## src/rtl/wdog_pkg.sv

```systemverilog
package wdog_pkg;
  localparam logic [15:0] KEY_ARM  = 16'h556C;
  localparam logic [15:0] KEY_FIRE = 16'hAA39;

  typedef enum logic {
    SEQ_IDLE  = 1'b0,
    SEQ_ARMED = 1'b1
  } seq_t;
endpackage

```

## src/rtl/wdog_prescale.sv

```systemverilog
module wdog_prescale #(
  parameter int DIV = 4
) (
  input  logic clk,
  input  logic rst,
  input  logic run,
  input  logic clr,
  output logic tick
);
  localparam int PW = (DIV > 1) ? $clog2(DIV) : 1;
  localparam logic [PW-1:0] LAST = PW'(DIV - 1);

  logic [PW-1:0] pre;

  always_ff @(posedge clk) begin
    if (rst || clr) begin
      pre <= '0;
    end else if (run) begin
      pre <= (pre == LAST) ? '0 : pre + PW'(1);
    end
  end

  assign tick = run && (pre == LAST);
endmodule

```

## src/rtl/wdog_keyseq.sv

```systemverilog
module wdog_keyseq
  import wdog_pkg::*;
(
  input  logic        clk,
  input  logic        rst,
  input  logic        wr,
  input  logic [15:0] data,
  output logic        done
);
  seq_t state;

  assign done = wr && (data == KEY_FIRE) && (state == SEQ_ARMED);

  always_ff @(posedge clk) begin
    if (rst) begin
      state <= SEQ_IDLE;
    end else if (wr) begin
      state <= (data == KEY_ARM) ? SEQ_ARMED : SEQ_IDLE;
    end
  end
endmodule

```

## src/rtl/wdog_cfg.sv

```systemverilog
module wdog_cfg #(
  parameter int              CW     = 16,
  parameter logic [CW-1:0]   RELOAD = '1
) (
  input  logic          clk,
  input  logic          rst,
  input  logic          we,
  input  logic          en_in,
  input  logic          sel_in,
  input  logic [CW-1:0] per_in,
  output logic          accept,
  output logic          en,
  output logic          sel,
  output logic [CW-1:0] per
);
  logic locked;

  assign accept = we && !locked;

  always_ff @(posedge clk) begin
    if (rst) begin
      locked <= 1'b0;
      en     <= 1'b1;
      sel    <= 1'b0;
      per    <= RELOAD;
    end else if (accept) begin
      locked <= 1'b1;
      en     <= en_in;
      sel    <= sel_in;
      per    <= per_in;
    end
  end
endmodule

```

## src/rtl/wdog_timer.sv

```systemverilog
module wdog_timer #(
  parameter int            CW     = 16,
  parameter logic [CW-1:0] RELOAD = '1
) (
  input  logic          clk,
  input  logic          rst,
  input  logic          tick,
  input  logic          restart,
  input  logic [CW-1:0] restart_val,
  input  logic [CW-1:0] reload_val,
  input  logic          sel,
  output logic          rst_req,
  output logic          nmi_req
);
  logic [CW-1:0] cnt;

  always_ff @(posedge clk) begin
    if (rst) begin
      cnt     <= RELOAD;
      rst_req <= 1'b0;
      nmi_req <= 1'b0;
    end else begin
      rst_req <= 1'b0;
      nmi_req <= 1'b0;
      if (restart) begin
        cnt <= restart_val;
      end else if (tick) begin
        if (cnt == '0) begin
          cnt     <= reload_val;
          rst_req <= !sel;
          nmi_req <= sel;
        end else begin
          cnt <= cnt - CW'(1);
        end
      end
    end
  end
endmodule

```

## src/rtl/keyed_wdog.sv

```systemverilog
module keyed_wdog #(
  parameter int               CNT_W  = 16,
  parameter int               DIV    = 4,
  parameter logic [CNT_W-1:0] RELOAD = CNT_W'(20)
) (
  input  logic             clk,
  input  logic             rst,
  input  logic             cfg_we,
  input  logic             cfg_en,
  input  logic             cfg_nmi,
  input  logic [CNT_W-1:0] cfg_period,
  input  logic             svc_we,
  input  logic [15:0]      svc_data,
  output logic             rst_req,
  output logic             nmi_req
);
  logic             cfg_accept;
  logic             en_q;
  logic             sel_q;
  logic [CNT_W-1:0] per_q;
  logic             svc_done;
  logic             restart;
  logic [CNT_W-1:0] restart_val;
  logic             tick;

  wdog_cfg #(.CW(CNT_W), .RELOAD(RELOAD)) u_cfg (
    .clk    (clk),
    .rst    (rst),
    .we     (cfg_we),
    .en_in  (cfg_en),
    .sel_in (cfg_nmi),
    .per_in (cfg_period),
    .accept (cfg_accept),
    .en     (en_q),
    .sel    (sel_q),
    .per    (per_q)
  );

  wdog_keyseq u_seq (
    .clk  (clk),
    .rst  (rst),
    .wr   (svc_we),
    .data (svc_data),
    .done (svc_done)
  );

  assign restart     = cfg_accept || svc_done;
  assign restart_val = cfg_accept ? cfg_period : per_q;

  wdog_prescale #(.DIV(DIV)) u_pre (
    .clk  (clk),
    .rst  (rst),
    .run  (en_q),
    .clr  (restart),
    .tick (tick)
  );

  wdog_timer #(.CW(CNT_W), .RELOAD(RELOAD)) u_tmr (
    .clk         (clk),
    .rst         (rst),
    .tick        (tick),
    .restart     (restart),
    .restart_val (restart_val),
    .reload_val  (per_q),
    .sel         (sel_q),
    .rst_req     (rst_req),
    .nmi_req     (nmi_req)
  );
endmodule

```

## config.mk

```make
export PLATFORM = sky130hd
export DESIGN_NAME = keyed_wdog
export DESIGN_NICKNAME = d
export VERILOG_FILES = /design/src/rtl/wdog_pkg.sv /design/src/rtl/wdog_prescale.sv /design/src/rtl/wdog_keyseq.sv /design/src/rtl/wdog_cfg.sv /design/src/rtl/wdog_timer.sv /design/src/rtl/keyed_wdog.sv
export SDC_FILE = /design/constraint.sdc
export NUM_CORES = 1
export LEC_CHECK = 0
export BUFFER_PORTS_ARGS = -buffer_cell sky130_fd_sc_hd__buf_2
export CORE_ASPECT_RATIO = 1.2
export CORE_UTILIZATION = 54
export CTS_BUF_LIST = sky130_fd_sc_hd__clkbuf_16
export CTS_CLUSTER_DIAMETER = 60
export DETAILED_ROUTE_END_ITERATION = 10
export PLACE_DENSITY = 0.76
export SLEW_MARGIN = 20
export SYNTH_ARGS = -nofsm -noshare
export SYNTH_HDL_FRONTEND = slang
export SYNTH_HIERARCHICAL = 1
export SYNTH_SLANG_ARGS = --single-unit
export TNS_END_PERCENT = 5
```

## constraint.sdc

```tcl
create_clock -name clk -period 5.2 [get_ports clk]
set_clock_uncertainty 0.1 [all_clocks]
set_input_delay 0.52 -clock clk [delete_from_list [all_inputs] [get_ports clk]]
set_output_delay 0.52 -clock clk [all_outputs]
set_load 0.05 [all_outputs]
```

# Word-level counts from Yosys, hierarchy flattened
# Cells that the tools add are included.
[word_totals] regBits=40 latchBits=0 ramBits=0 romBits=0 in_bits=38 output_inout_bits=2 word_cells=33 n_memories=0
[classes] addsub=2 mul=0 div_mod_pow=0 n_lt_le_gt_ge=0 n_eq_ne=3 n_shift=0 muxes=6 bitwise=2 n_reduce_logical=11
[ops] cell="2-to-1 mux 16 bit" n=4
[ops] cell="== test 16 x 15 -> 1 bit, second input constant" n=1
[ops] cell="== test 16 bit, second input constant" n=1
[ops] cell="zero test 16 bit" n=1
[ops] cell="subtractor 16 x 1 -> 16 bit, second input constant" n=1
[ops] cell="logical AND 1 bit" n=4
[ops] cell="OR reduction 4 bit" n=1
[ops] cell="adder 2 x 1 -> 2 bit, second input constant" n=1
[ops] cell="== test 2 bit, second input constant" n=1
[ops] cell="zero test 1 bit" n=2
[ops] cell="logical OR 1 bit" n=2
[ops] cell="2-to-1 mux 2 bit" n=1
[ops] cell="NOT 1 bit" n=2
[ops] cell="nonzero test 2 bit" n=1
[ops] cell="2-to-1 mux 1 bit" n=1

# Longest topological paths before layout
# Gate-level depths: netlist of the first run.
[logic_depth] word_depth=5 ltp_mapped=12 ltp_nobuf=9

# Hierarchy
# The synthesis of the first run kept the hierarchy.
[modules_own_cells] mod="wdog_timer" n_inst=1 cells_per_inst=164 area_per_inst_um2=1262.5 seq_area_each_um2=360.3
[modules_own_cells] mod="wdog_cfg" n_inst=1 cells_per_inst=84 area_per_inst_um2=883.3 seq_area_each_um2=380.4
[modules_own_cells] mod="keyed_wdog" n_inst=1 cells_per_inst=19 area_per_inst_um2=251.5 seq_area_each_um2=0.0
[modules_own_cells] mod="wdog_keyseq" n_inst=1 cells_per_inst=16 area_per_inst_um2=127.6 seq_area_each_um2=20.0
[modules_own_cells] mod="wdog_prescale" n_inst=1 cells_per_inst=9 area_per_inst_um2=101.3 seq_area_each_um2=40.0

# Worst setup path after synthesis of the first run
# Ideal clock, no wire load.
[synth_timing] path_kind="input to register" startpoint="in cfg_we" endpoint="reg u_tmr.cnt[10]" setup_time_ns=0.075 arrival_ns=2.460 t_required_ns=5.025 slack_ns=2.565 path_stages=12 path_buffers=6 cell_sequence="nor2b_4 buf_6 buf_12 buf_6 buf_12 or2_1 clkbuf_1 nand2b_1 nor2_1 clkbuf_1 o21ai_0 o22ai_1"
[synth_between] elab_chain_cells=3 word_cells_on_any_way=5 classes_between="mux (2); reduce/logical (3)"
[synth_rtl] element="from (decl)" line_no="keyed_wdog.sv:8" text="input logic cfg_we,"
[synth_rtl] element="logical AND 1 bit (*)" line_no="wdog_cfg.sv:18" text="assign accept = we && !locked;"
[synth_rtl] element="via cfg_accept" line_no="keyed_wdog.sv:17" text="logic cfg_accept;"
[synth_rtl] element="logical OR 1 bit (*)" line_no="keyed_wdog.sv:47" text="assign restart = cfg_accept || svc_done;"
[synth_rtl] element="via restart" line_no="keyed_wdog.sv:22" text="logic restart;"
[synth_rtl] element="2-to-1 mux 16 bit / nonzero test 2 bit (equally long branches)"
[synth_rtl] element="to (signal assigned)" line_no="wdog_timer.sv:26" text="cnt <= restart_val;"
[synth_rtl] element="to (signal assigned)" line_no="wdog_timer.sv:29" text="cnt <= reload_val;"
[synth_rtl] element="to (signal assigned)" line_no="wdog_timer.sv:33" text="cnt <= cnt - CW'(1);"
[synth_rtl] element="to (decl)" line_no="wdog_timer.sv:15" text="logic [CW-1:0] cnt;"
# The timed path passes the listed nets; every way through them passes the cells marked *.
# A chain may end at the register's enable or synchronous reset.

# Worst setup path after layout of the first run
[layout_timing] startpoint="reg u_cfg.locked" endpoint="reg u_tmr.cnt[11]"
[layout_between] elab_chain_cells=4 word_cells_on_any_way=6 classes_between="mux (2); reduce/logical (4)"
[layout_rtl] element="from (decl)" line_no="wdog_cfg.sv:16" text="logic locked;"
[layout_rtl] element="from (signal assigned)" line_no="wdog_cfg.sv:22" text="locked <= 1'b0;"
[layout_rtl] element="from (signal assigned)" line_no="wdog_cfg.sv:27" text="locked <= 1'b1;"
[layout_rtl] element="zero test 1 bit (*)" line_no="wdog_cfg.sv:18"
[layout_rtl] element="logical AND 1 bit (*)" line_no="wdog_cfg.sv:18"
[layout_rtl] element="via cfg_accept" line_no="keyed_wdog.sv:17"
[layout_rtl] element="logical OR 1 bit (*)" line_no="keyed_wdog.sv:47"
[layout_rtl] element="via restart" line_no="keyed_wdog.sv:22"
[layout_rtl] element="2-to-1 mux 16 bit / nonzero test 2 bit (equally long branches)"
# Marks and branches as above.

==> results by group, run 1 <==
Run
  • Max-cap violations: 0

Clock network
  • Deepest clock path buffer count: 2
  • Clk_lat worst skew: 280 ps
  • # hold bufs at CTS: 0
  • Clk pin slew, worst setup/hold paths: 50 ps
  • Num Clock Sinks: 40
  • Post_cts resized: 0
  • Root cell of the clock tree: clkbuf_16
  • CTS tree: done
  • Total CTS buffers: 5
  • Setup repair bufs after CTS: 0
  • Htree depth: 2

Pwr
  • Max rail drop VDD: 0.182 mV
  • Clock Power Share: 37.0%
  • Logic pwr share: 18.3%
  • Flop pwr share: 44.7%
  • Internal cell power: 0.000568 W
  • Sw frac: 26.6%
  • LEAKAGE: 1.06 nW
  • Power per Cell Area: 268 nW/um2
  • Net Sw Power: 0.000206 W

Cells and area
  • Layout Nets: 356
  • Multi-input gate area: 1660 um2
  • Syn-to-layout area delta: 9.81%
  • Fillers: 380
  • Layout cells sized above 1: 25.1%
  • # diodes: 0
  • Cell area after layout: 2880 um2
  • Flip-flop and latch area: 801 um2

Detailed routing
  • Via/cell ratio: 5.95
  • First-pass DRT Iterations: 4
  • DRC errors left: 0
  • Final WL: 5730 um
  • Via count: 2221
  • Wire length per cell: 15.3 um
  • Routed Antenna Nets: 0
  • Initial drt markers: 147

GRT
  • Global-route usage over all layers: 24.4%
  • Vias in the first global route: 2048
  • Initial antenna violation count: 0
  • First-pass GRT wire length: 9800 um
  • Total gr overflow: 0
  • Largest net degree at the start of global routing: 60

Status
  • Status: finished clean

Worst setup path
  • Req. time, crit path: 5300 ps
  • WP depth: 8
  • Worst Setup EP: u_tmr/cnt[11]
  • Register-to-register setup slack: 1950 ps
  • CP most frequent cell: buf_4
  • Crit path max fanout: 35
  • FF-to-FF path depth: 8
  • Bufs and invs on worst path: 2
  • Worst R2R Start: u_cfg/locked
  • CP max stage delay: 750 ps
  • Critical path startpoint category: flip-flop
  • Slowest stage cell on the critical path: nor2_1
  • RR Endpoint: u_tmr/cnt[11]
  • Worst path cell trace: nor2b_4 > buf_4 > or2_1 > buf_4 > nand2b_1 > nor2_1 > o21ai_0 > o22ai_1
  • Crit path kind: flip-flop to flip-flop
  • Delay-heaviest family, CP: simple AND/OR/NAND/NOR gates
  • Crit. Startpoint: u_cfg/locked
  • Critical Path AT: 3340 ps
  • CP Capture Type: flip-flop

Yosys
  • Mapped cell area: 2630 um2
  • Post-synthesis register bit count: 40
  • Synth async-reset ratio: 0%
  • Yosys cell types: 51
  • Sequential area share after synthesis: 30.5%
  • Post-Synthesis Cells: 292
  • Synth cell count leaders: dfxtp_1, nor2_1, o21ai_0
  • Area contributors post-synth: dfxtp_1, nand4bb_1, mux2_4
  • Top cell type's share of synthesized area: 30.5%
  • Most common cell in the netlist: dfxtp_1
  • Mean Syn Cell Area: 8.99 um2
  • Syn. warnings: 6
  • Main synth FF type: dfxtp_1
  • Syn_nets: 333
  • Area leader, netlist: dfxtp_1
  • Post-synth EDFFs: 0

STA
  • Tcrit/Tclk final: 62.4%
  • Least-Margin Pin Slew: 925 ps
  • Final Slew Violations: 0
  • TNS Setup: 0 ps
  • Max frequency: 0.308 GHz
  • Hold Vio Cnt, Final: 0
  • Minimum clock period: 3250 ps
  • Fin Hold WS: 375 ps
  • Final setup violation count: 0
  • Slew HR: 38.1%
  • Unrepaired setup endpoints after global routing: false

Floorplanning
  • Die Y: 78.4 um
  • Die area: 5150 um2
  • Row count: 27
  • I/O pin count: 40
  • Initial Utilization: 56.7%
  • Die X: 65.7 um
  • Core footprint: 4630 um2

Place
  • Hpwl dp: 3850 um
  • GPL Wtd Cong: 0.805
  • Placed Area: 2750 um2
  • Port Buffers: 39

Worst hold path
  • Hold Path Class: flip-flop to flip-flop
==> cell usage in the layout, fill, tap and decap left out, drive strengths merged, types with 2 or more instances in the layout <==
cell     synthesis  layout
ha               3       3
nand4bb         15      15
dfxtp           40      40
nor4bb           2       2
nand3            4       4
clkinv           0       2
nor3             6       6
and3             2       2
nor3b           16      16
o21ai           32      32
xor2             3       3
mux2i            7       7
nand4b           2       2
and2             3       3
a21oi           17      17
inv              2       2
nand4            3       3
nor4b            4       4
nor4             4       4
mux2            16      16
o211ai           3       3
nand2b          17      17
xnor2            6       6
nand2           12      12
o31ai            3       3
o22ai            8       8
buf             10      41
a211oi           3       3
nor2            23      23
clkbuf          15       5
o22a             2       2
==> worst register-to-register path, cell delays in order, from the launching register on <==
cell	delay, ps
dfxtp_1	710
nor2b_4	60
buf_4	300
or2_1	280
buf_4	240
nand2b_1	250
nor2_1	750
o21ai_0	290
o22ai_1	190
==> through the flow <==
step	setup WS [ps]	std cells	total power (W)	utilization (%)
after global placement	1990	366	0.000488	59.4
after global routing	1580	373	0.000812	62.3
after floorplan	2570	292	0.000460	-
after CTS	1960	373	0.000776	62.3
after detailed placement	1860	366	0.000491	59.4
final	1950	373	0.000774	62.3
==> logic make-up after synthesis <==
kind of cell | share of synthesized area, %
DFF | 30.5
buffers and inverters | 6.29
and+or+nand+nor | 31.1
adders and majority gates | 1.43
xor gates and xnor gates | 3.00
AOI/OAI and AO/OA | 16.9
muxes | 10.8
==> how the worst min path moves through the flow <==
| stage | start | end | slack [ps] | cells after the start |
|---|---|---|---|---|
| after floorplan | u_cfg/sel | u_tmr/rst_req | 320 | 1 |
| after global placement | u_seq/state | u_seq/state | 360 | 2 |
| after detailed placement | u_seq/state | u_seq/state | 370 | 2 |
| after CTS | u_seq/state | u_seq/state | 370 | 2 |
| after global routing | u_seq/state | u_seq/state | 400 | 2 |
| final | u_seq/state | u_seq/state | 380 | 2 |
==> power groups by stage <==
stage | registers (W) | clock network (W) | logic (W)
floorplan | 0.000344 | 0 | 0.000116
finish | 0.000346 | 0.000286 | 0.000141
global placement | 0.000351 | 0 | 0.000137
global route | 0.000349 | 0.000306 | 0.000156
detailed placement | 0.000352 | 0 | 0.000139
CTS | 0.000345 | 0.000290 | 0.000141
==> final cells by class <==
cell class	count	area share, %
Clock buffer	5	4.34
Clock inverter	2	0.260
Inverter	2	0.260
Multi-Input combinational cell	225	57.6
Sequential cell	40	27.8
Tap cell	58	2.52
Timing Repair Buffer	41	7.29
==> registers in the layout, summed over array words and instances (netlist names) <==
register and count:
u_cfg/locked 1, u_tmr/nmi_req 1, u_cfg/en 1, u_tmr/cnt 16, u_pre/pre 2, u_cfg/sel 1
u_tmr/rst_req 1, u_cfg/per 16, u_seq/state 1
==> routing by layer <==
| metal | up-vias | wire (um) | GRT usage, % |
|---|---|---|---|
| li1 | 1121 | - | - |
| met1 | 1028 | 2590 | 32.9 |
| met2 | 64 | 2740 | 38.5 |
| met3 | 8 | 312 | 4.36 |
| met4 | 0 | 86 | 8.70 |
| met5 | - | 0 | 0 |
(Power assumes the default switching activity.)
==> inputs of run 2 (changes only) <==
--- a/config.mk
+++ b/config.mk
@@ -7,11 +7,11 @@
 export LEC_CHECK = 0
 export BUFFER_PORTS_ARGS = -buffer_cell sky130_fd_sc_hd__buf_2
 export CORE_ASPECT_RATIO = 1.2
-export CORE_UTILIZATION = 54
+export CORE_UTILIZATION = 52
 export CTS_BUF_LIST = sky130_fd_sc_hd__clkbuf_16
 export CTS_CLUSTER_DIAMETER = 60
 export DETAILED_ROUTE_END_ITERATION = 10
-export PLACE_DENSITY = 0.76
+export PLACE_DENSITY = 0.77
 export SLEW_MARGIN = 20
 export SYNTH_ARGS = -nofsm -noshare
 export SYNTH_HDL_FRONTEND = slang
==> constraint.sdc (replaced) <==
create_clock -name clk -period 2.95 [get_ports clk]
set_clock_uncertainty 0.1 [all_clocks]
set_input_delay 0.295 -clock clk [delete_from_list [all_inputs] [get_ports clk]]
set_output_delay 0.295 -clock clk [all_outputs]
set_load 0.05 [all_outputs]
==> run 2 against run 1 <==
Effect of this change:
- flip-flop and latch count unchanged
- register-to-register slack worse by 1200 ps
- maximum frequency up 51%
- critical path type unchanged
- via count up 3.1%
- hold slack worse by 190 ps
- clock power up 77%
- sequential share of layout area down 0.46 points
==> results by group, run 2 (same netlist as run 1, synthesis figures left out) <==
STA
  • Max frequency: 0.464 GHz (+51%)
  • Final Slew Violations: 0 (unchanged)
  • Final setup violation count: 0 (unchanged)
  • Least-Margin Pin Slew: 613 ps (-312 ps)
  • Fin Hold WS: 182 ps (-193 ps)
  • Hold Vio Cnt, Final: 0 (unchanged)
  • Tcrit/Tclk final: 73.0% (+11 points)
  • Unrepaired setup endpoints after global routing: false
  • TNS Setup: 0 ps (unchanged)
  • Slew HR: 59.1% (+21 points)
  • Worst setup margin: 796 ps (-1160 ps)
  • Minimum clock period: 2150 ps (-1090 ps)

Pwr
  • LEAKAGE: 1.09 nW (+3.6%)
  • Total power: 0.00137 W (+77%)
  • Power per Cell Area: 467 nW/um2 (+74%)
  • Max rail drop VDD: 0.287 mV (+58%)

Detailed routing
  • First-pass DRT Iterations: 4 (unchanged)
  • Routed Antenna Nets: 0 (unchanged)
  • Wire length per cell: 15.2 um (-0.76%)
  • Via/cell ratio: 6.03 (+1.2%)
  • Final WL: 5790 um (+1.1%)
  • Via count: 2290 (+3.1%)
  • DRC errors left: 0 (unchanged)
  • Initial drt markers: 146 (-0.68%)

Run
  • Max-cap violations: 0 (unchanged)

Clock network
  • Deepest clock path buffer count: 2 (unchanged)
  • Post_cts resized: 0 (unchanged)
  • CTS tree: done
  • Total CTS buffers: 5 (unchanged)
  • Num Clock Sinks: 40 (unchanged)
  • Setup repair bufs after CTS: 0 (unchanged)
  • # hold bufs at CTS: 0 (unchanged)
  • Clk_lat worst skew: 280 ps (about the same)
  • Htree depth: 2 (unchanged)
  • Root cell of the clock tree: clkbuf_16
  • Clk pin slew, worst setup/hold paths: 60 ps (about the same)

Worst setup path
  • Crit path kind: flip-flop to flip-flop
  • Delay-heaviest family, CP: simple AND/OR/NAND/NOR gates
  • RR Endpoint: u_tmr/cnt[13]
  • Worst R2R Start: u_seq/state
  • Register-to-register setup slack: 800 ps (-1160 ps)
  • Slowest stage cell on the critical path: or4b_1
  • Bufs and invs on worst path: 1 (-1)
  • Crit path max fanout: 34 (-2.9%)
  • Worst path cell trace: nand4b_1 > or4b_1 > nor3_2 > or2_1 > buf_4 > nor3b_1 > a21oi_1 > o22a_1 > o21ai_0
  • FF-to-FF path depth: 9 (+1)
  • Critical Path AT: 2220 ps (-1120 ps)
  • CP max stage delay: 480 ps (-270 ps)
  • CP Capture Type: flip-flop
  • Critical path startpoint category: flip-flop
  • Req. time, crit path: 3010 ps (-2290 ps)

Floorplanning
  • Die X: 66.9 um (+1.9%)
  • Row count: 27 (unchanged)
  • Die area: 5340 um2 (+3.7%)
  • Initial Utilization: 55.5% (-1.2 points)
  • Die Y: 79.9 um (+1.9%)
  • Core footprint: 4730 um2 (+2.2%)
  • I/O pin count: 40 (unchanged)

Cells and area
  • Most frequent cells in the layout: dfxtp_1, buf_2, nor2_1
  • Layout Cells excl Fill: 380 (+1.9%)
  • Most common cell after layout, fill and taps aside: dfxtp_1
  • Biggest regs: u_cfg/per (16), u_tmr/cnt (16), u_pre/pre (2)
  • Layout Nets: 362 (+1.7%)
  • Syn-to-layout area delta: 11.7%
  • Layout cells sized above 1: 26.4% (+1.3 points)
  • # diodes: 0 (unchanged)

Place
  • Inst Count DP: 372 (+1.6%)
  • Port Buffers: 39 (unchanged)
  • Dpl ws: 685 ps (-1180 ps)
  • Hpwl dp: 3920 um (+1.9%)
  • GPL Wtd Cong: 0.839 (+4.2%)

GRT
  • Total gr overflow: 0 (unchanged)
  • Initial antenna violation count: 0 (unchanged)
  • Vias in the first global route: 2190 (+6.9%)
  • Largest net degree at the start of global routing: 35 (-42%)
  • Global-route usage over all layers: 25.1% (+0.65 points)
  • First-pass GRT wire length: 10200 um (+4.2%)

Worst hold path
  • Hold Path Class: input port to flip-flop
  • Hold Path Stages: 3 (+1)
  • Min-delay src: cfg_en
  • Hold Path End: u_cfg/en

Status
  • Status: finished clean
-- run 2: cell types whose count changed in the layout (fill, tap and decap cells not counted) --
cell      delta
clkinv_1     -1
buf_4        +6
inv_1        +2
-- run 2: worst max-delay path by stage --
stage,startpoint,end,slack (ps),cells past startpoint
after floorplan,u_cfg/locked,u_tmr/cnt[10],480,12
after global placement,svc_data[12],u_tmr/cnt[13],770,10
after detailed placement,svc_data[12],u_tmr/cnt[13],680,10
after CTS,u_seq/state,u_tmr/cnt[13],780,9
after global routing,u_seq/state,u_tmr/cnt[13],590,9
final,u_seq/state,u_tmr/cnt[13],800,9
-- run 2: through the flow --
stage	util (%)	area (um2)
CTS	62.0	2930
global route	62.0	2930
floorplan	-	2630
finish	62.0	2930
global placement	59.1	2800
detailed placement	59.1	2800
-- run 2: final cells by class --
| class | count | area, um2 |
|---|---|---|
| Fill cell | 403 | 1800 |
| Multi-Input combinational cell | 225 | 1660 |
| Sequential cell | 40 | 801 |
| Timing Repair Buffer | 47 | 255 |
| Clock buffer | 5 | 125 |
| Tap cell | 58 | 72.6 |
| Clock inverter | 3 | 11.3 |
| Inverter | 2 | 7.51 |
-- run 2: report_power, final --
group          leakage [nW]  switching (W)  total [W]  internal, W
registers             0.328      0.0000378   0.000609     0.000571
clock network        0.0738       0.000203   0.000507     0.000304
logic                 0.694       0.000122   0.000253     0.000131
-- run 2: worst min-delay path, cell delays in order --
cell and delay (ps):
buf_2 80, nor2_1 40, mux2i_1 110
-- run 2: layer usage --
metal,global-route usage (%),vias up,routed length [um]
met5,0,-,0
met4,11.5,0,121
met2,39.6,60,2860
met3,4.14,10,221
met1,32.9,1085,2580
li1,-,1135,-
